`config.mk`:
```
export PLATFORM = sky130hd
export DESIGN_NAME = sx_exit_check
export DESIGN_NICKNAME = d
export VERILOG_FILES = /design/src/rtl/sx_pkg.sv /design/src/rtl/sx_prefix_screen.sv /design/src/rtl/sx_mode_screen.sv /design/src/rtl/sx_exit_check.sv
export SDC_FILE = /design/constraint.sdc
export NUM_CORES = 1
export LEC_CHECK = 0
export CAP_MARGIN = 5
export CORE_MARGIN = 3
export CORE_UTILIZATION = 16
export CTS_BUF_LIST = sky130_fd_sc_hd__clkbuf_8
export DETAILED_ROUTE_END_ITERATION = 7
export PLACE_DENSITY_LB_ADDON = 0.12
export SLEW_MARGIN = 25
export SYNTH_ARGS = -nofsm -noshare
export SYNTH_HDL_FRONTEND = slang
export SYNTH_SLANG_ARGS = --single-unit
```
`constraint.sdc`:
```
create_clock -name clk_i -period 1.3 [get_ports clk_i]
set_input_delay 0.26 -clock clk_i [delete_from_list [all_inputs] [get_ports clk_i]]
set_output_delay 0.26 -clock clk_i [all_outputs]
set_load 0.02 [all_outputs]
```
`src/rtl/sx_pkg.sv`:
```
package sx_pkg;

    typedef enum logic [1:0] {
        RES_GO  = 2'b00,
        RES_UD  = 2'b01,
        RES_GP  = 2'b10,
        RES_VMX = 2'b11
    } sx_result_e;

    localparam int PFX_N      = 6;
    localparam int PFX_LOCK   = 0;
    localparam int PFX_REP    = 1;
    localparam int PFX_OPSZ   = 2;
    localparam int PFX_SEG    = 3;
    localparam int PFX_ASZ    = 4;
    localparam int PFX_REX    = 5;

    localparam logic [PFX_N-1:0] PFX_FAULT_MASK =
        (PFX_N'(1) << PFX_LOCK) | (PFX_N'(1) << PFX_REP) | (PFX_N'(1) << PFX_OPSZ);

    localparam int GP_N = 9;

    typedef struct packed {
        logic       ext_en;
        logic       leaf_ok;
        logic       virt_on;
        logic       virt_guest;
        logic       prot_en;
        logic [1:0] cpl;
        logic       v86;
        logic       boot_cpu;
        logic       chipset;
        logic       secure_on;
        logic       auth_mode;
        logic       smm;
    } sx_mode_t;

    typedef struct packed {
        logic       done;
        sx_result_e result;
    } sx_state_t;

endpackage

```
`src/rtl/sx_prefix_screen.sv`:
```
module sx_prefix_screen
    import sx_pkg::*;
#(
    parameter int               N_PFX = PFX_N,
    parameter logic [N_PFX-1:0] MASK  = PFX_FAULT_MASK
) (
    input  logic [N_PFX-1:0] pfx_i,
    output logic             ud_o
);

    logic [N_PFX-1:0] hit;

    genvar gi;
    generate
        for (gi = 0; gi < N_PFX; gi++) begin : g_pfx
            assign hit[gi] = pfx_i[gi] & MASK[gi];
        end
    endgenerate

    assign ud_o = |hit;

    // A locked prefix always faults, independent of the mask reduction.
    always_comb begin
        if (pfx_i[PFX_LOCK] && MASK[PFX_LOCK])
            AST_LOCK_FAULTS: assert (ud_o);
    end

endmodule

```
`src/rtl/sx_mode_screen.sv`:
```
module sx_mode_screen
    import sx_pkg::*;
(
    input  sx_mode_t   mode_i,
    input  logic       pfx_ud_i,
    output sx_result_e res_o
);

    logic [GP_N-1:0] gp_vec;
    logic            gp_any;
    logic            guest_mode;

    assign guest_mode = mode_i.virt_on & mode_i.virt_guest;

    always_comb begin
        gp_vec    = '0;
        gp_vec[0] = mode_i.virt_on & ~mode_i.virt_guest;
        gp_vec[1] = ~mode_i.prot_en;
        gp_vec[2] = |mode_i.cpl;
        gp_vec[3] = mode_i.v86;
        gp_vec[4] = ~mode_i.boot_cpu;
        gp_vec[5] = ~mode_i.chipset;
        gp_vec[6] = ~mode_i.secure_on;
        gp_vec[7] = mode_i.auth_mode;
        gp_vec[8] = mode_i.smm;
    end

    assign gp_any = |gp_vec;

    always_comb begin
        if (pfx_ud_i)
            res_o = RES_UD;
        else if (!mode_i.ext_en)
            res_o = RES_UD;
        else if (guest_mode)
            res_o = RES_VMX;
        else if (!mode_i.leaf_ok)
            res_o = RES_UD;
        else if (gp_any)
            res_o = RES_GP;
        else
            res_o = RES_GO;
    end

    always_comb begin
        if (res_o == RES_VMX)
            AST_VMX_ONLY_GUEST: assert (mode_i.ext_en && mode_i.virt_on && mode_i.virt_guest);
        if (res_o == RES_GO)
            AST_GO_CLEAN: assert (mode_i.prot_en && mode_i.cpl == 2'd0 && mode_i.secure_on
                                  && !mode_i.smm && !mode_i.auth_mode);
    end

endmodule

```
`src/rtl/sx_exit_check.sv`:
```
module sx_exit_check
    import sx_pkg::*;
#(
    parameter int LEAF_W    = 32,
    parameter int EXIT_LEAF = 5
) (
    input  logic              clk_i,
    input  logic              rst_ni,
    input  logic              issue_i,
    input  logic [LEAF_W-1:0] leaf_i,
    input  logic [5:0]        pfx_i,
    input  logic              ext_en_i,
    input  logic              leaf_ok_i,
    input  logic              virt_on_i,
    input  logic              virt_guest_i,
    input  logic              prot_en_i,
    input  logic [1:0]        cpl_i,
    input  logic              v86_i,
    input  logic              boot_cpu_i,
    input  logic              chipset_i,
    input  logic              secure_on_i,
    input  logic              auth_mode_i,
    input  logic              smm_i,
    output logic              done_o,
    output logic [1:0]        result_o
);

    localparam logic [LEAF_W-1:0] LEAF_HIT = LEAF_W'(EXIT_LEAF);

    sx_mode_t   mode;
    logic       pfx_ud;
    logic       accept;
    sx_result_e decide;
    sx_state_t  st_d, st_q;

    always_comb begin
        mode            = '0;
        mode.ext_en     = ext_en_i;
        mode.leaf_ok    = leaf_ok_i;
        mode.virt_on    = virt_on_i;
        mode.virt_guest = virt_guest_i;
        mode.prot_en    = prot_en_i;
        mode.cpl        = cpl_i;
        mode.v86        = v86_i;
        mode.boot_cpu   = boot_cpu_i;
        mode.chipset    = chipset_i;
        mode.secure_on  = secure_on_i;
        mode.auth_mode  = auth_mode_i;
        mode.smm        = smm_i;
    end

    sx_prefix_screen #(
        .N_PFX (PFX_N),
        .MASK  (PFX_FAULT_MASK)
    ) u_pfx (
        .pfx_i (pfx_i),
        .ud_o  (pfx_ud)
    );

    sx_mode_screen u_mode (
        .mode_i   (mode),
        .pfx_ud_i (pfx_ud),
        .res_o    (decide)
    );

    assign accept = issue_i && (leaf_i == LEAF_HIT);

    always_comb begin
        st_d      = st_q;
        st_d.done = 1'b0;
        if (accept) begin
            st_d.done   = 1'b1;
            st_d.result = decide;
        end
    end

    always_ff @(posedge clk_i) begin
        if (!rst_ni) begin
            st_q.done   <= 1'b0;
            st_q.result <= RES_GO;
        end else begin
            st_q <= st_d;
        end
    end

    assign done_o   = st_q.done;
    assign result_o = st_q.result;

    AST_DONE_AFTER_ISSUE: assert property (@(posedge clk_i) disable iff (!rst_ni)
        accept |=> done_o);
    AST_NO_DONE_OTHER_LEAF: assert property (@(posedge clk_i) disable iff (!rst_ni)
        !accept |=> !done_o);
    AST_RESULT_HELD: assert property (@(posedge clk_i) disable iff (!rst_ni)
        !accept |=> $stable(result_o));
    AST_PREFIX_UD: assert property (@(posedge clk_i) disable iff (!rst_ni)
        (accept && (pfx_i[PFX_LOCK] || pfx_i[PFX_REP] || pfx_i[PFX_OPSZ])) |=> result_o == 2'b01);
    AST_ENABLE_UD: assert property (@(posedge clk_i) disable iff (!rst_ni)
        (accept && !ext_en_i) |=> result_o == 2'b01);
    AST_GUEST_EXIT: assert property (@(posedge clk_i) disable iff (!rst_ni)
        (accept && pfx_i[2:0] == 3'b000 && ext_en_i && virt_on_i && virt_guest_i)
        |=> result_o == 2'b11);

endmodule

```
==> flow_metrics.py, run 1 <==
metrics = {
    "clock_tree": {
        "htreeDepth": 1,
        "cts_tree": "done",
        "clock_latency_ns": 0.22,
        "cts_buffers": 3,
        "cts_buffer_depth": 2,
        "clkSinkCount": 3,
        "cts_hold_buf": 0,
        "cts_root_buf": "clkbuf_8",
        "clk_pin_slew_ns": 0.03,
    },
    "global_route": {
        "antenna_found_initial": 0,
        "globalRouteOverflowTotal": 0,
        "grt_first_pass_wirelength_um": 2001,
        "grt_pass1_vias": 530,
        "grt_usage_pct": 13.99,
        "grt_max_degree": 4,
    },
    "timing": {
        "rsz0062_at_grt": "yes",
        "final.min_clock_period_ns": 1.293,
        "finClkSkew_ns": 0,
        "setup_viol": 0,
        "relSlewSlack_pct": 79.93,
        "fin_worst_hold_slack_ns": 0.4328,
        "worstMarginPinSlew_ns": 0.2987,
        "slew_violations": 0,
        "fin_crit_sh_pct": 99.48,
        "hold_viol": 0,
        "max_freq_ghz": 0.7732,
    },
    "floorplanning": {
        "die_width_um": 45.65,
        "dieArea_mm2": 0.002083,
        "num_rows": 13,
        "io_pins": 57,
        "core_area_mm2": 0.001383,
        "start_util_pct": 18.19,
        "die_y_um": 45.65,
    },
    "route": {
        "drt-initial-drc-count": 6,
        "drc": 0,
        "firstDrtPassIters": 3,
        "detail-route-antenna-nets": 0,
        "totalWireLength_um": 1472,
        "num_vias": 533,
        "wl_per_cell_um": 13.50,
        "vias_per_cell": 4.890,
    },
    "placed_design": {
        "dp_hpwl_um": 1180,
        "io_buffers": 53,
        "gp_congestion": 0.6400,
    },
    "yosys": {
        "ys_top_cells_by_area": "dfxtp_1, nor4_1, nor4_2, nor4b_2, or4_1",
        "syn_nets": 84,
        "syn_inst": 30,
        "synth_area_per_cell_um2": 8.383,
        "ys_warn_count": 0,
        "synth_cell_type_count": 17,
        "postSynthRegisterBits": 3,
        "yosysTopAreaCell": "dfxtp_1",
        "yosysSeqAreaShare_pct": 23.88,
        "syn_area_um2": 251.5,
        "synthDominantCellAreaShare_pct": 23.88,
    },
    "cells_and_area": {
        "final_common_cell": "clkbuf_2",
        "drive_gt1_share_pct": 43.62,
        "antenna_cells": 0,
        "final_util_pct": 65.70,
        "area_growth_pct": 261.2,
        "layout_common_cells": "clkbuf_2, dlymetal6s2s_1, dlygate4sd2_1, clkdlybuf4s15_1, buf_4",
        "fin_nets": 149,
    },
    "worst_setup_path": {
        "critPathKind": "input port to flip-flop",
        "slowest_delay_ns": 0.52,
        "required_ns": 1.41,
        "worstSetupStartpoint": "leaf_i[29]",
        "critPathSlowestCell": "or4_1",
        "cp.arrival_ns": 1.40,
        "r2r_start": "result_o[0]",
        "cp_max_fo": 2,
        "critical_path.cell_chain": "clkbuf_2 -> nor4_1 -> nand4_1 -> or4_1 -> o211a_1",
        "critPathCaptureType": "flip-flop",
        "crit_path_start_kind": "input port",
    },
    "hold_path": {
        "hp-start": "rst_ni",
        "hp-class": "input port to flip-flop",
    },
    "pwr": {
        "ir_worst_vdd_mv": 0.2453,
        "p_leak_nw": 0.4759,
        "pwr_density_cell_mw_per_mm2": 563.8,
    },
    "run": {
        "maxCapViolCount": 0,
    },
    "run_status": {
        "outcome": "finished clean",
    },
}
[timing repair]
item | in CTS | in global routing
pin swaps | 17 | 18
setup endpoints to repair | 6 | 3
buffers inserted | 1 | 1
gates resized for setup | 61 | 53
[metal layers]
metal	global-route usage, %	wire (um)	up-vias
met5	0	0	-
met4	8.772	29	0
met3	7.905	261	4
met2	23.12	719	44
met1	13.15	461	231
li1	-	-	254
[area by class of cell]
type	instances	area [um^2]
Timing Repair Buffer	60	516.7
Fill cell	140	474.2
Multi-Input combinational cell	26	264.0
Sequential cell	3	60.06
Clock buffer	3	41.29
Tap cell	15	18.77
Clock inverter	1	3.754
Inverter	1	3.754
[registers in the layout, summed over array words and instances, names as in the netlist]
register / count
done_o: 1
result_o: 2
[cell usage after synthesis, drive strengths merged]
cell type,number
nor4,7
dfxtp,3
nand2,3
nand3,2
nand4,2
nor3,2
nor4b,2
or4,2
a21oi,1
inv,1
mux2i,1
nor2,1
nor4bb,1
o211a,1
or4b,1
[report_power, final]
group	leakage, nW	internal [W]	switching, W
Clock	0.0269	0.000201	0.0000648
Combinational	0.425	0.000107	0.0000464
Sequential	0.0241	0.0000927	0.00000000000000566
Total	0.476	0.000401	0.000111
[critical path: cells and delay by family]
family,cells,cell delay (ns)
and+or+nand+nor,3,0.93
AOI/OAI and AO/OA,1,0.12
buffers and inverters,1,0.09
[kinds of logic after synthesis]
kind of cell	after synthesis	share of synthesized area, %
compound gates	2	5.968
simple gates	23	64.67
flops	3	23.88
buf+inv	1	1.491
mux	1	3.980
[final timing paths]
check	endpoint	slack [ns]	depth (start not counted)
max reg2reg	result_o[0]	0.68	1
max	result_o[0]	0.007	5
min	result_o[0]	0.43	3
min reg2reg	result_o[1]	0.45	2
[per-stage QoR]
step	TNS, ns	std cells	power, W	worst slack [ns]	cell area (um^2)
global route	-0.09370	109	0.0005466	-0.04769	908.4
finish	0	109	0.0005121	0.006719	908.4
floorplan	-0.04430	30	0.0001082	-0.04430	264.0
detailed placement	-1.385	103	0.0002715	-0.5652	850.8
CTS	-0.1367	108	0.0005117	-0.08766	880.8
global placement	-1.290	103	0.0002685	-0.5306	850.8
(Power assumes the default switching activity.)
==> inputs of run 2 (changes only) <==
--- a/config.mk
+++ b/config.mk
@@ -10,6 +10,7 @@
 export CORE_UTILIZATION = 16
 export CTS_BUF_LIST = sky130_fd_sc_hd__clkbuf_8
 export DETAILED_ROUTE_END_ITERATION = 7
+export MAX_ROUTING_LAYER = met4
 export PLACE_DENSITY_LB_ADDON = 0.12
 export SLEW_MARGIN = 25
 export SYNTH_ARGS = -nofsm -noshare
==> run 2 against run 1 <==
Against the previous run:
- design area did not move
- clock-buffer cell count did not move
- die area did not move
- global-route usage rose by 0.40 points
- final cell count did not move
- clock skew did not move
- wire length did not move
- via count did not move
- flip-flop and latch count did not move
- critical path type unchanged
==> flow_metrics.py, run 2 (synthesis gave the netlist of run 1 again) <==
metrics = {
    "worst_setup_path": {
        "worstSetupStartpoint": "leaf_i[29]",
        "crit_family": "simple AND/OR/NAND/NOR gates",
        "critPathKind": "input port to flip-flop",
        "required_ns": 1.41,
        "critical_path.cell_chain": "clkbuf_2 -> nor4_1 -> nand4_1 -> or4_1 -> o211a_1",
        "critPathCaptureType": "flip-flop",
        "crit_path_start_kind": "input port",
        "slowest_delay_ns": 0.52,
        "cp_num_buf_inv": 1,
        "cp_max_fo": 2,
        "cp.arrival_ns": 1.40,
        "r2r_start": "result_o[0]",
        "critPathSlowestCell": "or4_1",
    },
    "timing": {
        "rsz0062_at_grt": "yes",
        "worstMarginPinSlew_ns": 0.2987,
        "fin_tns_setup_ns": 0,
        "slew_violations": 0,
        "fin_crit_sh_pct": 99.48,
        "max_freq_ghz": 0.7732,
        "relSlewSlack_pct": 79.93,
        "hold_viol": 0,
        "setup_viol": 0,
        "final.min_clock_period_ns": 1.293,
        "finClkSkew_ns": 0,
        "finalWorstSetupSlack_ns": 0.006721,
    },
    "cells_and_area": {
        "final_util_pct": 65.70,
        "area_growth_pct": 261.2,
        "final_common_cell": "clkbuf_2",
        "fin_nets": 149,
        "antenna_cells": 0,
        "drive_gt1_share_pct": 43.62,
        "fill_cells": 140,
        "layout_common_cells": "clkbuf_2, dlymetal6s2s_1, dlygate4sd2_1, clkdlybuf4s15_1, buf_4",
        "largest_reg_flops": 2,
    },
    "route": {
        "num_vias": 533,
        "drc": 0,
        "detail-route-antenna-nets": 0,
        "vias_per_cell": 4.890,
        "drt-initial-drc-count": 6,
        "wl_per_cell_um": 13.50,
        "totalWireLength_um": 1472,
        "firstDrtPassIters": 3,
    },
    "floorplanning": {
        "dieArea_mm2": 0.002083,
        "core_area_mm2": 0.001383,
        "num_rows": 13,
        "die_width_um": 45.65,
        "die_y_um": 45.65,
        "start_util_pct": 18.19,
        "io_pins": 57,
    },
    "placed_design": {
        "post-place-ws_ns": -0.5652,
        "gp_congestion": 0.6454,
        "io_buffers": 53,
        "dp_hpwl_um": 1180,
    },
    "run_status": {
        "outcome": "finished clean",
    },
    "run": {
        "maxCapViolCount": 0,
    },
    "pwr": {
        "power.share.combinational_pct": 30.0,
        "p_sw_w": 0.0001113,
        "sw_frac_of_total_pct": 21.72,
        "pwr_density_cell_mw_per_mm2": 563.9,
        "clkPwrFrac_pct": 51.9,
        "ir_worst_vdd_mv": 0.2453,
        "p_leak_nw": 0.4759,
        "p_seq_share_pct": 18.1,
        "p_int_w": 0.0004010,
    },
    "clock_tree": {
        "htreeDepth": 1,
        "cts_hold_buf": 0,
        "clkSinkCount": 3,
        "cts_root_buf": "clkbuf_8",
        "clk_pin_slew_ns": 0.03,
        "clock_latency_ns": 0.22,
        "cts_buffer_depth": 2,
        "cts_buffers": 3,
        "cts_tree": "done",
    },
    "global_route": {
        "grt_max_degree": 4,
        "grt_usage_pct": 14.39,
        "antenna_found_initial": 0,
        "globalRouteOverflowTotal": 0,
        "grt_first_pass_wirelength_um": 2001,
        "grt_pass1_vias": 530,
    },
    "hold_path": {
        "hp-class": "input port to flip-flop",
        "hp-start": "rst_ni",
    },
}
==> run 2: cell counts in the layout (fill, tap and decap cells not counted) <==
Identical to the previous run, type by type.
==> run 2: repair_timing <==
item | 4_1_cts | 5_1_grt
gates resized for setup | 61 | 53
setup endpoints to repair | 6 | 3
pin swaps | 17 | 18
setup buffers | 1 | 1
==> run 2: power by group through the flow <==
stage	clock [W]	sequential [W]	combinational [W]
3_5_place_dp	0	0.0000940	0.000178
3_3_place_gp	0	0.0000940	0.000175
4_1_cts	0.000271	0.0000927	0.000149
6_report	0.000266	0.0000927	0.000153
5_1_grt	0.000289	0.0000926	0.000165
2_1_floorplan	0	0.0000940	0.0000143
==> run 2: path summary, 6_finish.rpt <==
path                       to  slack, ns  depth (start not counted)
setup / recovery  result_o[0]      0.007                          5
hold / removal    result_o[0]       0.43                          3
setup reg to reg  result_o[0]       0.68                          1
hold reg to reg   result_o[1]       0.45                          2
==> run 2: layout make-up <==
| type | instances | area (um^2) | share of cell area, % |
|---|---|---|---|
| Sequential cell | 3 | 60.06 | 6.612 |
| Timing Repair Buffer | 60 | 516.7 | 56.89 |
| Clock inverter | 1 | 3.754 | 0.4132 |
| Tap cell | 15 | 18.77 | 2.066 |
| Inverter | 1 | 3.754 | 0.4132 |
| Clock buffer | 3 | 41.29 | 4.545 |
| Multi-Input combinational cell | 26 | 264.0 | 29.06 |
==> run 2: per-stage QoR <==
| step | hold slack (ns) | std cells | total power, W | area (um^2) |
|---|---|---|---|---|
| floorplan | 0.3938 | 30 | 0.0001082 | 264.0 |
| global route | 0.4548 | 109 | 0.0005466 | 908.4 |
| global placement | 0.4501 | 103 | 0.0002685 | 850.8 |
| CTS | 0.4538 | 108 | 0.0005117 | 880.8 |
| detailed placement | 0.4547 | 103 | 0.0002715 | 850.8 |
| finish | 0.4328 | 109 | 0.0005122 | 908.4 |
==> run 2: metal layers <==
metal | track usage [%] | vias to the layer above | routed length [um]
li1 | - | 254 | -
met1 | 14.32 | 231 | 492
met2 | 23.12 | 44 | 718
met3 | 5.929 | 4 | 231
met4 | 8.772 | 0 | 29
met5 | - | - | 0
==> run 2: worst min-delay path, delay by kind of cell <==
family	cells	cell delay (ns)
buffers and inverters	2	0.23
AOI/OAI and AO/OA	1	0.13
==> inputs of run 3 (changes only) <==
--- a/config.mk
+++ b/config.mk
@@ -12,6 +12,7 @@
 export DETAILED_ROUTE_END_ITERATION = 7
 export MAX_ROUTING_LAYER = met4
 export PLACE_DENSITY_LB_ADDON = 0.12
+export SETUP_SLACK_MARGIN = 0.2
 export SLEW_MARGIN = 25
 export SYNTH_ARGS = -nofsm -noshare
 export SYNTH_HDL_FRONTEND = slang
==> run 3 against run 2 <==
Against the previous run:
- the flow now finishes with violations (negative setup slack)
- hold slack lost 0.0029 ns
- design area grew 1.4%
- utilization grew 0.90 points
- critical endpoint unchanged
==> flow_metrics.py, run 3 (synthesis gave the netlist of run 1 again) <==
metrics = {
    "cells_and_area": {
        "fin_nets": 148,
        "antenna_cells": 0,
        "final_common_cell": "clkdlybuf4s15_1",
        "drive_gt1_share_pct": 46.24,
        "area_growth_pct": 266.2,
        "largest_reg_flops": 2,
        "layout_common_cells": "clkdlybuf4s15_1, clkbuf_2, dlymetal6s2s_1, dlygate4sd2_1",
        "final_util_pct": 66.61,
    },
    "placed_design": {
        "dp_hpwl_um": 1153,
        "io_buffers": 53,
        "gp_congestion": 0.6846,
    },
    "floorplanning": {
        "die_width_um": 45.65,
        "core_area_mm2": 0.001383,
        "io_pins": 57,
        "dieArea_mm2": 0.002083,
        "die_y_um": 45.65,
        "start_util_pct": 18.19,
        "num_rows": 13,
    },
    "route": {
        "vias_per_cell": 4.667,
        "firstDrtPassIters": 3,
        "drt-initial-drc-count": 1,
        "detail-route-antenna-nets": 0,
        "drc": 0,
        "wl_per_cell_um": 13.12,
        "num_vias": 504,
        "totalWireLength_um": 1417,
    },
    "clock_tree": {
        "clock_latency_ns": 0.22,
        "cts_buffer_depth": 2,
        "htreeDepth": 1,
        "cts_buffers": 3,
        "cts_root_buf": "clkbuf_8",
        "cts_hold_buf": 0,
        "clkSinkCount": 3,
        "cts_tree": "done",
        "clk_pin_slew_ns": 0.03,
    },
    "global_route": {
        "grt_max_degree": 4,
        "grt_usage_pct": 13.79,
        "antenna_found_initial": 0,
        "grt_pass1_vias": 510,
        "grt_first_pass_wirelength_um": 2035,
        "globalRouteOverflowTotal": 0,
    },
    "run_status": {
        "violations": "negative setup slack",
        "outcome": "finished, violations left",
    },
    "worst_setup_path": {
        "cp_max_fo": 2,
        "critPathKind": "input port to flip-flop",
        "critPathSlowestCell": "or4_1",
        "crit_family": "simple AND/OR/NAND/NOR gates",
        "critical_path.cell_chain": "buf_2 -> nor4b_2 -> nand4_1 -> or4_1 -> o211a_1",
        "crit_path_start_kind": "input port",
        "cp.arrival_ns": 1.43,
        "slowest_delay_ns": 0.52,
        "required_ns": 1.40,
        "critPathCaptureType": "flip-flop",
        "cp_num_buf_inv": 1,
    },
    "timing": {
        "relSlewSlack_pct": 85.05,
        "fin_worst_hold_slack_ns": 0.4299,
        "rsz0062_at_grt": "yes",
        "finalWorstSetupSlack_ns": -0.02153,
        "max_freq_ghz": 0.7567,
        "worstMarginPinSlew_ns": 0.2230,
        "fin_tns_setup_ns": -0.02153,
        "final.min_clock_period_ns": 1.322,
        "hold_viol": 0,
        "setup_viol": 1,
        "slew_violations": 0,
        "finClkSkew_ns": 0,
        "fin_crit_sh_pct": 101.7,
    },
    "pwr": {
        "clkPwrFrac_pct": 52.4,
        "p_leak_nw": 0.4694,
        "finalPower_w": 0.0005070,
        "sw_frac_of_total_pct": 21.22,
        "power.share.combinational_pct": 29.3,
        "p_seq_share_pct": 18.3,
        "p_int_w": 0.0003994,
        "p_sw_w": 0.0001076,
        "ir_worst_vdd_mv": 0.3919,
        "pwr_density_cell_mw_per_mm2": 550.5,
    },
    "hold_path": {
        "hp-class": "input port to flip-flop",
    },
    "run": {
        "maxCapViolCount": 0,
    },
}
-- run 3: worst min-delay path, stage by stage --
cell and delay, ns:
dlymetal6s2s_1 0.10, buf_4 0.12, o211a_1 0.14
-- run 3: area by class of cell --
type,count,area [um^2]
clock inverters,1,3.754
clock buffers,3,41.29
fillers,130,461.7
well taps,15,18.77
repair buffers,59,524.3
multi-input cells,26,269.0
inverters,1,3.754
flip-flops and latches,3,60.06
-- run 3: what timing repair did --
item / 4_1_cts / 5_1_grt
pin swaps: 19 / 14
setup buffers: 2 / 1
resized for setup: 91 / 42
setup endpoints to repair: 6 / 4
-- run 3: metal layers --
metal	routed length, um	GRT usage (%)	vias to the layer above
met2	848	23.40	23
met1	473	15.19	228
met3	95	3.557	0
li1	-	-	253
met4	0	5.263	0
met5	0	-	-
-- run 3: worst paths after layout --
| kind | start | end | cells past startpoint | slack, ns |
|---|---|---|---|---|
| worst max-delay path | leaf_i[13] | result_o[0] | 5 | -0.02 |
| worst min-delay path | rst_ni | result_o[0] | 3 | 0.43 |
| worst max register to register | result_o[0] | result_o[0] | 1 | 0.66 |
| worst min register to register | result_o[1] | result_o[1] | 2 | 0.47 |
-- run 3: power by group through the flow --
stage / sequential [W] / combinational (W) / clock, W
floorplan: 0.0000940 / 0.0000143 / 0
global placement: 0.0000940 / 0.000174 / 0
detailed placement: 0.0000940 / 0.000177 / 0
CTS: 0.0000927 / 0.000137 / 0.000271
global route: 0.0000927 / 0.000161 / 0.000279
finish: 0.0000927 / 0.000148 / 0.000266
-- run 3: through the flow --
stage,cell area [um^2],instances,setup WS (ns)
floorplan,264.0,30,-0.04430
global placement,835.8,101,-0.5692
detailed placement,835.8,101,-0.5651
CTS,832.0,107,-0.04319
global route,920.9,108,-0.07926
finish,920.9,108,-0.02153
